===== src/rtl/ifr_pkg.sv =====
package ifr_pkg;
  // Byte offsets of the three registers
  localparam int unsigned OFF_EN_CLR = 32'h00;
  localparam int unsigned OFF_EN_SET = 32'h04;
  localparam int unsigned OFF_FLAGS  = 32'h08;

  // Bits that carry a real flag: PLL group 19:16, FLL group 12:8, oscillator bits 4,1,0
  localparam logic [31:0] DEFAULT_IMPL = 32'h000F_1F13;

  typedef enum logic [1:0] {
    SEL_NONE,
    SEL_EN_CLR,
    SEL_EN_SET,
    SEL_FLAGS
  } reg_sel_e;
endpackage


===== src/rtl/ifr_edge.sv =====
module ifr_edge #(
  parameter int W = 32
) (
  input  logic         clk,
  input  logic         rst_n,
  input  logic [W-1:0] lvl_i,
  output logic [W-1:0] rise_o
);
  logic [W-1:0] smp_q;
  logic [W-1:0] prv_q;

  // one sample stage, then the previous sample for edge comparison
  always_ff @(posedge clk or negedge rst_n) begin
    if (!rst_n) begin
      smp_q <= '0;
      prv_q <= '0;
    end else begin
      smp_q <= lvl_i;
      prv_q <= smp_q;
    end
  end

  assign rise_o = smp_q & ~prv_q;
endmodule


===== src/rtl/ifr_flags.sv =====
module ifr_flags #(
  parameter int          W    = 32,
  parameter logic [W-1:0] MASK = '1
) (
  input  logic         clk,
  input  logic         rst_n,
  input  logic [W-1:0] rise_i,
  input  logic [W-1:0] clr_i,
  output logic [W-1:0] flag_o
);
  logic [W-1:0] flag_q;

  // a set on the same edge as a clear takes priority
  always_ff @(posedge clk or negedge rst_n) begin
    if (!rst_n) flag_q <= '0;
    else        flag_q <= ((flag_q & ~clr_i) | rise_i) & MASK;
  end

  assign flag_o = flag_q;

  assert_edge_sets_R2: assert property (@(posedge clk) disable iff (!rst_n)
    (rise_i != '0) |=> ((flag_q & $past(rise_i & MASK)) == $past(rise_i & MASK)));

  assert_set_wins_R5: assert property (@(posedge clk) disable iff (!rst_n)
    ((rise_i & clr_i & MASK) != '0) |=>
      ((flag_q & $past(rise_i & clr_i & MASK)) == $past(rise_i & clr_i & MASK)));

  assert_clear_needs_request_R3: assert property (@(posedge clk) disable iff (!rst_n)
    (flag_q != '0) |=> ((~flag_q & $past(flag_q) & ~$past(clr_i)) == '0));
endmodule


===== src/rtl/ifr_enable.sv =====
module ifr_enable #(
  parameter int          W    = 32,
  parameter logic [W-1:0] MASK = '1
) (
  input  logic         clk,
  input  logic         rst_n,
  input  logic [W-1:0] set_i,
  input  logic [W-1:0] clr_i,
  output logic [W-1:0] en_o
);
  logic [W-1:0] en_q;

  always_ff @(posedge clk or negedge rst_n) begin
    if (!rst_n) en_q <= '0;
    else        en_q <= ((en_q & ~clr_i) | set_i) & MASK;
  end

  assign en_o = en_q;

  assert_enable_set_R6: assert property (@(posedge clk) disable iff (!rst_n)
    ((set_i & MASK) != '0) |=> ((en_q & $past(set_i & MASK)) == $past(set_i & MASK)));

  assert_enable_clr_R6: assert property (@(posedge clk) disable iff (!rst_n)
    (((clr_i & MASK) != '0) && (set_i == '0)) |=> ((en_q & $past(clr_i & MASK)) == '0));
endmodule


===== src/rtl/clkint_flags.sv =====
module clkint_flags
  import ifr_pkg::*;
#(
  parameter int          DATA_W = 32,
  parameter int          ADDR_W = 8,
  parameter logic [DATA_W-1:0] IMPL_MASK = DEFAULT_IMPL
) (
  input  logic              clk,
  input  logic              rst_n,
  input  logic [ADDR_W-1:0] bus_addr,
  input  logic              bus_we,
  input  logic [DATA_W-1:0] bus_wdata,
  input  logic [DATA_W/8-1:0] bus_be,
  output logic [DATA_W-1:0] bus_rdata,
  input  logic [DATA_W-1:0] status_i,
  output logic              irq_o
);
  localparam int NB = DATA_W / 8;

  reg_sel_e          sel;
  logic [DATA_W-1:0] byte_mask;
  logic [DATA_W-1:0] wr_bits;
  logic [DATA_W-1:0] rise;
  logic [DATA_W-1:0] flags;
  logic [DATA_W-1:0] en;
  logic [DATA_W-1:0] flag_clr;
  logic [DATA_W-1:0] en_set;
  logic [DATA_W-1:0] en_clr;
  logic              irq_q;

  // address decode
  always_comb begin
    if      (bus_addr == ADDR_W'(OFF_FLAGS))  sel = SEL_FLAGS;
    else if (bus_addr == ADDR_W'(OFF_EN_SET)) sel = SEL_EN_SET;
    else if (bus_addr == ADDR_W'(OFF_EN_CLR)) sel = SEL_EN_CLR;
    else                                      sel = SEL_NONE;
  end

  // byte strobes widened to a bit mask
  for (genvar b = 0; b < NB; b++) begin : g_be
    assign byte_mask[b*8 +: 8] = {8{bus_be[b]}};
  end

  assign wr_bits  = bus_wdata & byte_mask;
  assign flag_clr = (bus_we && sel == SEL_FLAGS)  ? wr_bits : '0;
  assign en_set   = (bus_we && sel == SEL_EN_SET) ? wr_bits : '0;
  assign en_clr   = (bus_we && sel == SEL_EN_CLR) ? wr_bits : '0;

  ifr_edge #(.W(DATA_W)) u_edge (
    .clk    (clk),
    .rst_n  (rst_n),
    .lvl_i  (status_i),
    .rise_o (rise)
  );

  ifr_flags #(.W(DATA_W), .MASK(IMPL_MASK)) u_flags (
    .clk    (clk),
    .rst_n  (rst_n),
    .rise_i (rise),
    .clr_i  (flag_clr),
    .flag_o (flags)
  );

  ifr_enable #(.W(DATA_W), .MASK(IMPL_MASK)) u_enable (
    .clk   (clk),
    .rst_n (rst_n),
    .set_i (en_set),
    .clr_i (en_clr),
    .en_o  (en)
  );

  // read mux
  always_comb begin
    case (sel)
      SEL_FLAGS:             bus_rdata = flags;
      SEL_EN_SET, SEL_EN_CLR: bus_rdata = en;
      default:               bus_rdata = '0;
    endcase
  end

  // registered interrupt request
  always_ff @(posedge clk or negedge rst_n) begin
    if (!rst_n) irq_q <= 1'b0;
    else        irq_q <= |(flags & en);
  end

  assign irq_o = irq_q;

  assert_irq_cause_R7: assert property (@(posedge clk) disable iff (!rst_n)
    $rose(irq_o) |-> $past((flags & en) != '0));

  assert_irq_drop_R7: assert property (@(posedge clk) disable iff (!rst_n)
    $fell(irq_o) |-> $past((flags & en) == '0));

  assert_unmapped_read_R9: assert property (@(posedge clk) disable iff (!rst_n)
    (sel == SEL_NONE) |-> (bus_rdata == '0));
endmodule


===== config.mk =====
export PLATFORM = sky130hd
export DESIGN_NAME = clkint_flags
export DESIGN_NICKNAME = d
export VERILOG_FILES = /design/src/rtl/ifr_pkg.sv /design/src/rtl/ifr_edge.sv /design/src/rtl/ifr_flags.sv /design/src/rtl/ifr_enable.sv /design/src/rtl/clkint_flags.sv
export SDC_FILE = /design/constraint.sdc
export NUM_CORES = 1
export LEC_CHECK = 0
export BUFFER_PORTS_ARGS = -buffer_cell sky130_fd_sc_hd__buf_2
export CAP_MARGIN = 20
export CORE_ASPECT_RATIO = 0.5
export CORE_MARGIN = 10
export CORE_UTILIZATION = 25
export CTS_BUF_LIST = sky130_fd_sc_hd__clkbuf_4
export DETAILED_ROUTE_END_ITERATION = 8
export GPL_TIMING_DRIVEN = 0
export PLACE_DENSITY = 0.58
export SETUP_SLACK_MARGIN = 0.02
export SLEW_MARGIN = 0
export SYNTH_ARGS = -nofsm -noshare
export SYNTH_HDL_FRONTEND = slang
export SYNTH_SLANG_ARGS = --single-unit

===== constraint.sdc =====
create_clock -name clk -period 2.6 [get_ports clk]
set_clock_uncertainty 0.1 [all_clocks]
set_input_delay 0.26 -clock clk [delete_from_list [all_inputs] [get_ports clk]]
set_output_delay 0.26 -clock clk [all_outputs]
set_load 0.05 [all_outputs]

* Word-level counts from Yosys, hierarchy flattened
Cells that the tools add are included.
** Storage, ports and cells
- Register bits after elaboration :: 65
- Bits of input ports :: 79
- Output and inout bits :: 33
- Logic and storage cells :: 33
** Cells by class
- Eq/ne operators :: 5
- Muxes and demuxes :: 7
- Bitwise operators :: 10
- Reduce and logical (&&, ||, !) cells :: 6
** Operators by type and width (number)
- $and A20 B20 Y20 :: 5
- $mux W20 :: 3
- $not A20 Y20 :: 3
- $or A20 B20 Y20 :: 2
- $pmux W20 S2 :: 1
- $reduce_or A32 Y1 :: 1
- $eq A8 B3 Y1 const B :: 1
- $eq A8 B4 Y1 const B :: 1
- $logic_not A8 Y1 :: 1
- $eq A2 B2 Y1 const B :: 2
- $mux W2 :: 2
- $logic_and A1 B1 Y1 :: 3
- $eq A2 B1 Y1 const B :: 1
- $reduce_or A2 Y1 :: 1
- $mux W1 :: 1

* Longest topological paths before layout
- Depth after elaboration :: 10
- Gate-level depth with buffers :: 7

* By module
A second synthesis with hierarchy kept.
** Second synthesis, totals
- Cell total of the unflattened synthesis :: 465
- Area, all modules :: 4515.6 µm²
** Modules (own cells, without submodules)
- ifr_edge :: instances 1, cells an instance 96, area each 2042.0 µm², sequential area each 1601.5 µm²
- clkint_flags :: instances 1, cells an instance 255, area each 1295.0 µm², sequential area each 25.0 µm²
- ifr_enable :: instances 1, cells an instance 57, area each 589.3 µm², sequential area each 300.3 µm²
- ifr_flags :: instances 1, cells an instance 57, area each 589.3 µm², sequential area each 300.3 µm²

* Worst setup path after synthesis
No wires, ideal clock.
- Path type :: input -> output
- Start :: input bus_addr[7]
- End :: output bus_rdata[10]
- Arrival time :: 2.835 ns
- Required time :: 2.240 ns
- Slack :: -0.595 ns
- Stages :: 7
- Path buffers :: 1
- Cell sequence :: or4_4 or3_1 or2_2 ha_1 clkbuf_1 nand2_1 o22ai_1
** On the way
- Cells in the longest elaborated chain, start to end :: 7
- Elaborated cells between the ends (all ways) :: 11
- Classes of those cells :: eq/ne: 5; mux: 4; reduce/logical: 2
** RTL lines
- from (decl) :: RTL line clkint_flags.sv:10 : input logic [ADDR_W-1:0] bus_addr,
- $logic_not A8 Y1 :: RTL line clkint_flags.sv:35 : else if (bus_addr == ADDR_W'(OFF_EN_CLR)) sel = SEL_EN_CLR;
- $mux W1 :: RTL line clkint_flags.sv:35
- $mux W2 :: RTL line clkint_flags.sv:34 : else if (bus_addr == ADDR_W'(OFF_EN_SET)) sel = SEL_EN_SET;
- $mux W2 (*) :: RTL line clkint_flags.sv:33 : if (bus_addr == ADDR_W'(OFF_FLAGS)) sel = SEL_FLAGS;
- $eq A2 B2 Y1 or $eq A2 B1 Y1 (tied branches) :: RTL line clkint_flags.sv:74 : case (sel)
- $reduce_or A2 Y1 :: RTL line clkint_flags.sv:74
- $pmux W20 S2 (*) :: RTL line clkint_flags.sv:74
- to (decl) :: RTL line clkint_flags.sv:14 : output logic [DATA_W-1:0] bus_rdata,
Mark *: on every way between the ends. The rest lies on a longest branch, timed or not.

* Final worst setup path
- Start :: input bus_addr[7]
- End :: output bus_rdata[12]
The elaborated chain is that of the path after synthesis.

==> flow_metrics.tcl <==
set metrics [dict create \
    drt_iter0_markers 132 \
    grt_pass1_wl_um 10100 \
    yosysSeqAreaShare 0.545 \
    postSynthAreaPerCell_um2 10.9 \
    hold_path.class "input port to async pin" \
    worstPathArrival_ns 2.36 \
    drv_slew 0 \
    switching_share 0.284 \
    grt_overflow 0 \
    clock_path_buffers 2 \
    via_per_inst 4.46 \
    cts_tree "yes" \
    wl_per_cell_um 15.1 \
    dp_cells 392 \
    final_nets 381 \
    violations "setup timing" \
    yosys_warnings 0 \
    cp_num_buf_inv 3 \
    cts.sinks 49 \
    diodes 0 \
    clkPwrFrac 0.239 \
    ys_ff_latch 49 \
    r2r_slack_ns 1.31 \
    clkLatencyLatePin_ns 0.36 \
    drive_above_1_share 0.381 \
    timing.final.crit_share 1.05 \
    net-switching-power_mw 0.396 \
    placementRows 24 \
    setup_viol 10 \
    post-route-util 0.384 \
    worstPathCellList "buf_6 > or4_4 > or3_4 > or2_4 > ha_4 > clkbuf_16 > nand2_2 > o22ai_4 > buf_6" \
    root_buffer "clkbuf_4" \
    p_int_mw 0.999 \
    core-area_um2 8740 \
    cp_data_required_time_ns 2.24 \
    instances_no_fill 416 \
    hold_violations 0 \
    portBuffers 50 \
    seq_area_um2 1230 \
    io_pins 112 \
    start_kind "input port" \
    postSynthCellCount 206 \
    relSlewSlack 0.649 \
    remaining_drc_errors 0 \
    grt_pass1_vias 1930 \
    place_congestion 0.839 \
    leakagePower_nw 1.48 \
    final_common_cell "dfrtp_1" \
    ir_worst_vdd_mv 0.145 \
    slowest_delay_ns 0.52 \
    area_delta_synth_final_pct 49.1 \
    combPwrFrac 0.176 \
    cts_max_level 2 \
    fp.dieW_um 154 \
    dp_hpwl_um 4570 \
    antenna_left 0 \
    cts_buffers 5 \
    grt_antenna_before_repair 0 \
    sequentialPowerShare 0.584 \
    clkTransAtPathRegs_ns 0.12 \
    powerDensity_nw_per_um2 416 \
    status "complete, but fails checks" \
    grt_max_degree 50 \
    num_vias 1857 \
    rsz0062_at_grt "true" \
    multi_input_area_um2 1080 \
    max_cap_viol_count 0 \
    fmax_mhz 367 \
    end_kind "output pin" \
    path_max_fanout 5 \
    min_period_ns 2.72 \
    final_cell_mix "dfrtp_1, buf_2, buf_4, conb_1" \
    track_usage 0.0929 \
    crit_family "simple AND/OR/NAND/NOR gates" \
    synth_area_um2 2250 \
    tns_ns -1.03 \
    dieArea_um2 13400 \
    die_h_um 87.1 \
    routed_wl_um 6270 \
    fin_ws_ns -0.123 \
    worst_slew_pin_slew_ns 0.526 \
    fillers 834 \
    synth_cell_types 21 \
    path_common_cell "buf_6" \
    drtPass1Iterations 4 \
    start_util 0.258 \
    cpMaxStageDelayCell "or4_4" \
    worst-setup-path-type "input port to output pin" \
]
## per-stage QoR
step | hold slack [ns] | power, mW | cell area (µm²) | setup WS, ns
after CTS | 0.0209 | 1.41 | 3310 | -0.125
final | 0.174 | 1.40 | 3360 | -0.123
after detailed placement | 0.265 | 1.05 | 2940 | -0.282
after global routing | 0.195 | 1.46 | 3360 | -0.184
after global placement | 0.261 | 1.05 | 2940 | -0.256
after floorplan | -0.136 | 0.980 | 2540 | 0.0154
## final timing paths
kind                                    startpoint            endpoint  cells after the start
worst max-delay path                   bus_addr[7]       bus_rdata[12]                      9
worst min-delay path                         rst_n   u_flags.flag_o[0]                      2
worst max register to register  u_flags.flag_o[12]               irq_o                      3
worst min register to register     u_edge.smp_q[9]     u_edge.prv_q[9]                      0
max in group asynchronous                    rst_n  u_flags.flag_o[11]                      3
min in group clk                     bus_wdata[17]   u_enable.en_o[17]                      3
## worst reg2reg max path: stages, from the launching register on
cell and delay [ns]:
dfrtp_1 0.45, a22o_1 0.26, a221oi_1 0.23, nand3_1 0.13
## registers in the layout, indices dropped and copies added (netlist names)
name	cells
u_enable.en_o	12
u_edge.prv_q	12
u_edge.smp_q	12
irq_o	1
u_flags.flag_o	12
## kinds of logic (layout without fill, tap and decap cells)
group | after synthesis | after routing | synth area share
simple gates | 69 | 69 | 0.168
flops | 49 | 49 | 0.545
compound gates | 42 | 42 | 0.157
buf+inv | 41 | 115 | 0.108
fa+ha+maj | 3 | 3 | 0.0167
other cells | 1 | 20 | 0.00167
xor+xnor | 1 | 1 | 0.00389
## repair_timing
item / CTS / global route
endpoints found under the hold margin: 12 / 49
hold buffers: 12 / 1
gates resized for setup: 42 / 3
pin swaps: 7 / 6
setup endpoints to repair: 12 / 12
setup buffers: 1 / 0
gates cloned: 3 / 0
## power groups by stage
stage | combinational (mW) | clock [mW] | sequential [mW]
floorplan | 0.136 | 0 | 0.844
global placement | 0.220 | 0 | 0.826
detailed placement | 0.222 | 0 | 0.828
CTS | 0.241 | 0.350 | 0.815
global route | 0.266 | 0.378 | 0.821
finish | 0.246 | 0.334 | 0.816
## routing by layer
layer | up-vias | routed length (µm) | global-route usage
met5 | - | 0 | 0
met4 | 0 | 69 | 0.0315
met3 | 8 | 474 | 0.0251
met2 | 64 | 3140 | 0.156
met1 | 910 | 2590 | 0.113
li1 | 875 | - | -
## cell type report
class,instances,share of cell area
Clock inverter,1,0.00112
Multi-Input combinational cell,135,0.322
Clock buffer,6,0.0134
Sequential cell,49,0.365
Tap cell,117,0.0436
Inverter,12,0.0134
Timing Repair Buffer,68,0.164
Buffer,28,0.0772
## cell usage after synthesis
| cell | count | area share |
|---|---|---|
| dfrtp_1 | 49 | 0.54 |
| nand2_1 | 24 | 0.040 |
| buf_4 | 20 | 0.067 |
| a22o_1 | 15 | 0.058 |
| nand2b_1 | 14 | 0.039 |
| nor2b_1 | 13 | 0.036 |
| a221o_1 | 12 | 0.053 |
| and3_1 | 12 | 0.033 |
| inv_1 | 12 | 0.020 |
| o22ai_1 | 12 | 0.033 |
| clkbuf_1 | 7 | 0.012 |
| a221oi_1 | 3 | 0.012 |
| ha_1 | 3 | 0.017 |
| buf_6 | 2 | 0.010 |
| or4_4 | 2 | 0.010 |
| conb_1 | 1 | 0.0017 |
| nand3_1 | 1 | 0.0022 |
| nor2_1 | 1 | 0.0017 |
| or2_2 | 1 | 0.0028 |
| or3_1 | 1 | 0.0028 |
| xor2_1 | 1 | 0.0039 |
Note: power is estimated with default switching activity, not from simulation.
